--- src/rtl/ccp_pkg.sv ---
package ccp_pkg;

    typedef enum logic [1:0] {
        GRP_OFF = 2'b00,
        GRP_CAP = 2'b01,
        GRP_CMP = 2'b10,
        GRP_PWM = 2'b11
    } grp_e;

    typedef enum logic [1:0] {
        ACT_SET     = 2'b00,
        ACT_CLR     = 2'b01,
        ACT_IRQ     = 2'b10,
        ACT_SPECIAL = 2'b11
    } cmp_act_e;

    typedef struct packed {
        grp_e       grp;
        logic       falling;
        logic [1:0] div_sel;
        cmp_act_e   act;
    } mode_dec_t;

    function automatic mode_dec_t decode_mode(input logic [3:0] m);
        mode_dec_t d;
        d.grp     = grp_e'(m[3:2]);
        d.falling = (m[1:0] == 2'b00);
        d.div_sel = m[1:0];
        d.act     = cmp_act_e'(m[1:0]);
        return d;
    endfunction

    // number of qualifying edges per capture
    function automatic int unsigned cap_div(input logic [1:0] sel);
        case (sel)
            2'b10:   return 4;
            2'b11:   return 16;
            default: return 1;
        endcase
    endfunction

endpackage

--- src/rtl/ccp_capture.sv ---
module ccp_capture
    import ccp_pkg::*;
#(
    parameter int PSW = 4
) (
    input  logic       clk,
    input  logic       rst,
    input  logic       en,
    input  logic       falling,
    input  logic [1:0] div_sel,
    input  logic       clr,
    input  logic       pin,
    output logic       evt
);
    logic           pin_q;
    logic [PSW-1:0] cnt;
    logic [PSW-1:0] limit;
    logic           edge_seen;

    assign limit     = PSW'(cap_div(div_sel) - 1);
    assign edge_seen = falling ? (~pin & pin_q) : (pin & ~pin_q);
    assign evt       = en & ~clr & edge_seen & (cnt == limit);

    always_ff @(posedge clk) begin
        if (rst) begin
            pin_q <= 1'b0;
            cnt   <= '0;
        end else begin
            pin_q <= pin;
            if (!en || clr) begin
                cnt <= '0;
            end else if (edge_seen) begin
                cnt <= (cnt == limit) ? '0 : cnt + 1'b1;
            end
        end
    end
endmodule

--- src/rtl/ccp_compare.sv ---
module ccp_compare #(
    parameter int TW = 16
) (
    input  logic          clk,
    input  logic          rst,
    input  logic          en,
    input  logic [TW-1:0] tmr,
    input  logic [TW-1:0] ref_val,
    output logic          hit
);
    logic match;
    logic match_q;

    assign match = en & (tmr == ref_val);
    assign hit   = match & ~match_q;

    always_ff @(posedge clk) begin
        if (rst) match_q <= 1'b0;
        else     match_q <= match;
    end
endmodule

--- src/rtl/ccp_pwm.sv ---
module ccp_pwm #(
    parameter int PW = 8,
    parameter int SW = 2
) (
    input  logic             clk,
    input  logic             rst,
    input  logic             en,
    input  logic [PW-1:0]    cnt,
    input  logic [SW-1:0]    sub,
    input  logic [PW-1:0]    limit,
    input  logic [PW+SW-1:0] duty_buf,
    output logic             out,
    output logic             period_end
);
    localparam int DTW = PW + SW;

    logic [DTW-1:0] duty_act;
    logic [DTW-1:0] pos;

    assign pos        = {cnt, sub};
    assign period_end = (cnt == limit) & (&sub);

    always_ff @(posedge clk) begin
        if (rst || !en) begin
            duty_act <= '0;
            out      <= 1'b0;
        end else if (period_end) begin
            duty_act <= duty_buf;
            out      <= (duty_buf != '0);
        end else if (pos == duty_act) begin
            out      <= 1'b0;
        end
    end
endmodule

--- src/rtl/ccp_channel.sv ---
module ccp_channel
    import ccp_pkg::*;
#(
    parameter int DW  = 8,
    parameter int SW  = 2,
    parameter int PSW = 4
) (
    input  logic          clk,
    input  logic          rst,
    input  logic          wr_ctl,
    input  logic          wr_lo,
    input  logic          wr_hi,
    input  logic [DW-1:0] wdata,
    input  logic          flag_clr,
    input  logic [2*DW-1:0] tmr_cnt,
    input  logic [DW-1:0] per_cnt,
    input  logic [SW-1:0] per_sub,
    input  logic [DW-1:0] per_limit,
    input  logic          pin_in,
    output logic          pin_out,
    output logic          pin_oe,
    output logic [DW-1:0] ctl_q,
    output logic [DW-1:0] data_lo,
    output logic [DW-1:0] data_hi,
    output logic          irq_flag,
    output logic          special_evt
);
    localparam int TW  = 2 * DW;
    localparam int DTW = DW + SW;

    logic [3:0]    mode;
    logic [SW-1:0] duty_lsb;
    mode_dec_t     dec;
    mode_dec_t     new_dec;
    logic          mode_change;
    logic          cap_evt;
    logic          cmp_hit;
    logic          cmp_out;
    logic          pwm_out;
    logic          pwm_end;
    logic [DTW-1:0] duty_buf;

    assign dec         = decode_mode(mode);
    assign new_dec     = decode_mode(wdata[3:0]);
    assign mode_change = wr_ctl & (wdata[3:0] != mode);
    assign duty_buf    = {data_lo, duty_lsb};
    assign ctl_q       = DW'({duty_lsb, mode});

    ccp_capture #(.PSW(PSW)) u_cap (
        .clk     (clk),
        .rst     (rst),
        .en      (dec.grp == GRP_CAP),
        .falling (dec.falling),
        .div_sel (dec.div_sel),
        .clr     (mode_change),
        .pin     (pin_in),
        .evt     (cap_evt)
    );

    ccp_compare #(.TW(TW)) u_cmp (
        .clk     (clk),
        .rst     (rst),
        .en      (dec.grp == GRP_CMP),
        .tmr     (tmr_cnt),
        .ref_val ({data_hi, data_lo}),
        .hit     (cmp_hit)
    );

    ccp_pwm #(.PW(DW), .SW(SW)) u_pwm (
        .clk        (clk),
        .rst        (rst),
        .en         (dec.grp == GRP_PWM),
        .cnt        (per_cnt),
        .sub        (per_sub),
        .limit      (per_limit),
        .duty_buf   (duty_buf),
        .out        (pwm_out),
        .period_end (pwm_end)
    );

    // control register
    always_ff @(posedge clk) begin
        if (rst) begin
            mode     <= '0;
            duty_lsb <= '0;
        end else if (wr_ctl) begin
            mode     <= wdata[3:0];
            duty_lsb <= wdata[4 +: SW];
        end
    end

    // data register pair: a capture takes priority over a write
    always_ff @(posedge clk) begin
        if (rst) begin
            data_lo <= '0;
            data_hi <= '0;
        end else if (cap_evt) begin
            {data_hi, data_lo} <= tmr_cnt;
        end else begin
            if (wr_lo) data_lo <= wdata;
            if (wr_hi) data_hi <= wdata;
        end
    end

    // compare pin state
    always_ff @(posedge clk) begin
        if (rst) begin
            cmp_out <= 1'b0;
        end else if (wr_ctl) begin
            cmp_out <= (new_dec.grp == GRP_CMP) && (new_dec.act == ACT_CLR);
        end else if (cmp_hit) begin
            case (dec.act)
                ACT_SET: cmp_out <= 1'b1;
                ACT_CLR: cmp_out <= 1'b0;
                default: cmp_out <= cmp_out;
            endcase
        end
    end

    // flag and special strobe
    always_ff @(posedge clk) begin
        if (rst) begin
            irq_flag    <= 1'b0;
            special_evt <= 1'b0;
        end else begin
            if (cap_evt || cmp_hit) irq_flag <= 1'b1;
            else if (flag_clr)      irq_flag <= 1'b0;
            special_evt <= cmp_hit && (dec.act == ACT_SPECIAL);
        end
    end

    always_comb begin
        case (dec.grp)
            GRP_CMP: begin pin_oe = 1'b1; pin_out = cmp_out; end
            GRP_PWM: begin pin_oe = 1'b1; pin_out = pwm_out; end
            default: begin pin_oe = 1'b0; pin_out = 1'b0;    end
        endcase
    end

    logic unused_end;
    assign unused_end = pwm_end;
endmodule

--- config.mk ---
export PLATFORM = sky130hd
export DESIGN_NAME = ccp_channel
export DESIGN_NICKNAME = d
export VERILOG_FILES = /design/src/rtl/ccp_pkg.sv /design/src/rtl/ccp_capture.sv /design/src/rtl/ccp_compare.sv /design/src/rtl/ccp_pwm.sv /design/src/rtl/ccp_channel.sv
export SDC_FILE = /design/constraint.sdc
export NUM_CORES = 1
export LEC_CHECK = 0
export ABC_AREA = 1
export BUFFER_PORTS_ARGS = -buffer_cell sky130_fd_sc_hd__clkbuf_2
export CELL_PAD_IN_SITES_DETAIL_PLACEMENT = 1
export CELL_PAD_IN_SITES_GLOBAL_PLACEMENT = 1
export CORE_MARGIN = 5
export CORE_UTILIZATION = 31
export DETAILED_ROUTE_END_ITERATION = 10
export PLACE_DENSITY_LB_ADDON = 0.1
export SLEW_MARGIN = 10
export SYNTH_ARGS = -nofsm -noshare
export SYNTH_HDL_FRONTEND = slang
export SYNTH_SLANG_ARGS = --single-unit
--- constraint.sdc ---
create_clock -name clk -period 1.4 [get_ports clk]
set_input_delay 0.21 -clock clk [delete_from_list [all_inputs] [get_ports clk]]
set_output_delay 0.21 -clock clk [all_outputs]
set_load 0.01 [all_outputs]
==> flow_summary.ini <==
[clock_network]
clock_tree.htree_level_count = 2
clk-insertion-delay-late_ps = 300
clkSlewWorstSetupHoldPaths_ps = 90
numCtsBuffers = 5
clockRootBuffer = sky130_fd_sc_hd__clkbuf_8
cts.hold.buffers_added = 0
clock_path_buffers = 2
clock_sink_count = 42
cts_tree = done

[yosys]
synth_ff_type = sky130_fd_sc_hd__dfxtp_1
post_synth_num_cell_types = 34
synth_adder_area_share_pct = 0.474
syn-mean-instance-area_um2 = 6.02
synth_edf_count = 0
synth.yosys.warnings = 0
post_synth_xor_area_fraction_pct = 5.65
main_combinational_cell_family_by_area_after_synthesis = simple AND/OR/NAND/NOR gates
synth_top_area_cell = sky130_fd_sc_hd__dfxtp_1
netlist_top_cells_area = sky130_fd_sc_hd__dfxtp_1 (32%), sky130_fd_sc_hd__nand2_1 (18%), sky130_fd_sc_hd__nand3_1 (11%), sky130_fd_sc_hd__inv_1 (9.7%), sky130_fd_sc_hd__nor2_1 (8.0%)
synthesis.area_um2 = 2640
synth_top_area_share_pct = 31.9
synth.ff_latch_count = 42
library_cell_with_the_highest_instance_count_after_synthesis = sky130_fd_sc_hd__nand2_1
post_synth_most_frequent_cells = sky130_fd_sc_hd__nand2_1 (123), sky130_fd_sc_hd__inv_1 (68), sky130_fd_sc_hd__nand3_1 (60), sky130_fd_sc_hd__nor2_1 (56), sky130_fd_sc_hd__dfxtp_1 (42)
synth.area.mux_share_pct = 0
ys_async_sr_fraction_pct = 0
synth-compound-area-share_pct = 5.65
synth_simple_gate_area_share_pct = 43.1
post_synthesis_sequential_area_ratio_pct = 31.9
syn_inst = 438

[floorplanning]
ios = 77
dieArea_um2 = 10500
fp-row-count = 33
initial_utilization_pct = 31.9
core-area_um2 = 8260
horizontal_die_dimension_um = 102
chipHeight_um = 102

[worst_setup_path]
end_kind = register
path_class = register to register
cp_data_required_time_ps = 1610
critical_path_arrival_ps = 1750
worst_setup_path_start_kind = register
crit_fanout = 7

[placed_design]
gp_congestion = 0.873
portBuffers = 74
post-place-ws_ps = -138
postPlaceCellArea_um2 = 3390
hpwl_um = 7450

[sta]
maxSlewViolCount = 0
clock-skew-final_ps = 13.5
period_share_pct = 110
rsz0062_at_grt = yes
setup_ws_ps = -146
timing.final.setup_violations = 19
hold_viol = 0
max_freq_ghz = 0.647
finalCriticalPeriod_ps = 1550

[run_status]
status = finished, violations left
violations = setup timing

[global_route]
grt_first_pass_wirelength_um = 15400
grtUsageTotal_pct = 18.5
gr-total-overflow = 0
grt_antenna_before_repair = 0
first_global_vias = 3335
grt_start_max_net_pins = 23

[cells_and_area]
fraction_of_final_layout_cells_with_drive_strength_greater_than_1_pct = 36.1
post-route-util_pct = 46.9
finalInstanceArea_um2 = 3870
insertedDiodeCount = 0
syn2layout_area_growth_pct = 46.8
final_nets = 601

[routing]
detail_route.wl_per_cell_um = 14.5
firstDrtPassIters = 5
vias = 3142
antenna_violating_nets_post_route = 0
routed_wire_length_um = 9510
drt-vias-per-instance = 4.78
drt-initial-drc-count = 68
drt_drc_violations_left = 0

[hold_path]
min-delay-path-class = input port to register

[power_and_ir_drop]
power.ir.vdd_worst_mv = 0.332
power.static_leakage_nw = 2.00
power_density_nw_per_um2 = 740

[flow_run]
drv.max_cap_violation_count = 0
## metal layers
layer	track usage [%]	vias to the layer above	wire length [um]	share of wire (%)
met1	22.2	1471	3950	42
met5	0	-	0	0
met3	2.94	16	335	3.5
met4	4.24	0	197	2.1
li1	-	1584	-	-
met2	34.4	71	5020	53
## worst paths after layout
path                             to               from  slack, ps  cells after the start
hold / removal          u_cap.pin_q             pin_in        150                      3
hold reg to reg   u_pwm.duty_act[3]  u_pwm.duty_act[3]        500                      2
setup reg to reg         data_hi[2]            mode[1]       -150                     11
setup / recovery         data_hi[2]            mode[1]       -150                     11
## power by group
part	switching, mW	total [mW]	internal (mW)	leakage, nW
Sequential	0.0493	1.29	1.24	0.347
Combinational	0.415	0.731	0.316	1.60
Clock	0.445	0.845	0.399	0.0482
Total	0.909	2.87	1.96	2.00
## placed cells by master (no fill, tap or decap), drive strengths merged
cell type,synthesis,layout
nor3,3,3
nand3,60,60
and2,1,1
inv,70,69
nand4,7,7
o22ai,1,1
nor4,3,3
conb,1,2
xor2,10,10
nand2,125,126
a211oi,2,2
or2,3,3
nand3b,1,1
buf,10,45
nor2,58,58
xnor2,7,7
clkinv,0,2
or3,1,1
dfxtp,42,42
nor3b,2,2
o31ai,1,1
o21ai,13,13
ha,1,1
a21oi,11,11
clkbuf,5,81
## worst max-delay path, stage by stage, from the launching register on
cell                        delay [ps]
sky130_fd_sc_hd__dfxtp_4           380
sky130_fd_sc_hd__nand2_4            90
sky130_fd_sc_hd__nand2_1            80
sky130_fd_sc_hd__o21ai_2            70
sky130_fd_sc_hd__nand3_2           110
sky130_fd_sc_hd__nor2_4            220
sky130_fd_sc_hd__nand2_8           110
sky130_fd_sc_hd__clkbuf_16         180
sky130_fd_sc_hd__nand3_2            60
sky130_fd_sc_hd__nand3_2            70
sky130_fd_sc_hd__nand2_1            60
sky130_fd_sc_hd__inv_1              40
## logic make-up (layout without fill, tap and decap cells)
| group | count (synthesis) | count (layout) |
|---|---|---|
| AO/OA/AOI/OAI | 28 | 28 |
| flip-flops | 42 | 42 |
| AND/OR/NAND/NOR | 264 | 265 |
| adder cells (fa/ha/maj) | 1 | 1 |
| other | 1 | 2 |
| buffers and inverters | 85 | 197 |
| XOR/XNOR | 17 | 17 |
## stage by stage
step | hold WS (ps) | power, mW | TNS [ps] | cells
finish | 148 | 2.87 | -2210 | 657
global route | 165 | 3.05 | -4850 | 657
CTS | 138 | 2.84 | -1210 | 655
detailed placement | 445 | 1.95 | -2780 | 644
global placement | 439 | 1.93 | -1360 | 644
floorplan | 300 | 1.63 | 0 | 439
## layout make-up
| class | instances | area, um^2 |
|---|---|---|
| Timing Repair Buffer | 119 | 764 |
| Clock inverter | 1 | 5.00 |
| Fill cell | 1136 | 4390 |
| Clock buffer | 7 | 86.3 |
| Tap cell | 105 | 131 |
| Multi-Input combinational cell | 313 | 1750 |
| Inverter | 70 | 280 |
| Sequential cell | 42 | 857 |
## flip-flops by register name, indices dropped and copies added, names as in the netlist
name and flops:
data_lo 8, u_cap.pin_q 1, data_hi 8, u_cmp.match_q 1
u_pwm.duty_act 10, mode 4, cmp_out 1, u_pwm.out 1
duty_lsb 2, special_evt 1, irq_flag 1, u_cap.cnt 4
## repair_timing
action,in CTS,in global routing
setup endpoints to repair,20,25
pin swaps,7,19
buffers inserted,3,0
gates cloned,0,2
gates resized for setup,21,65
Note: power is estimated with default switching activity, not from simulation.
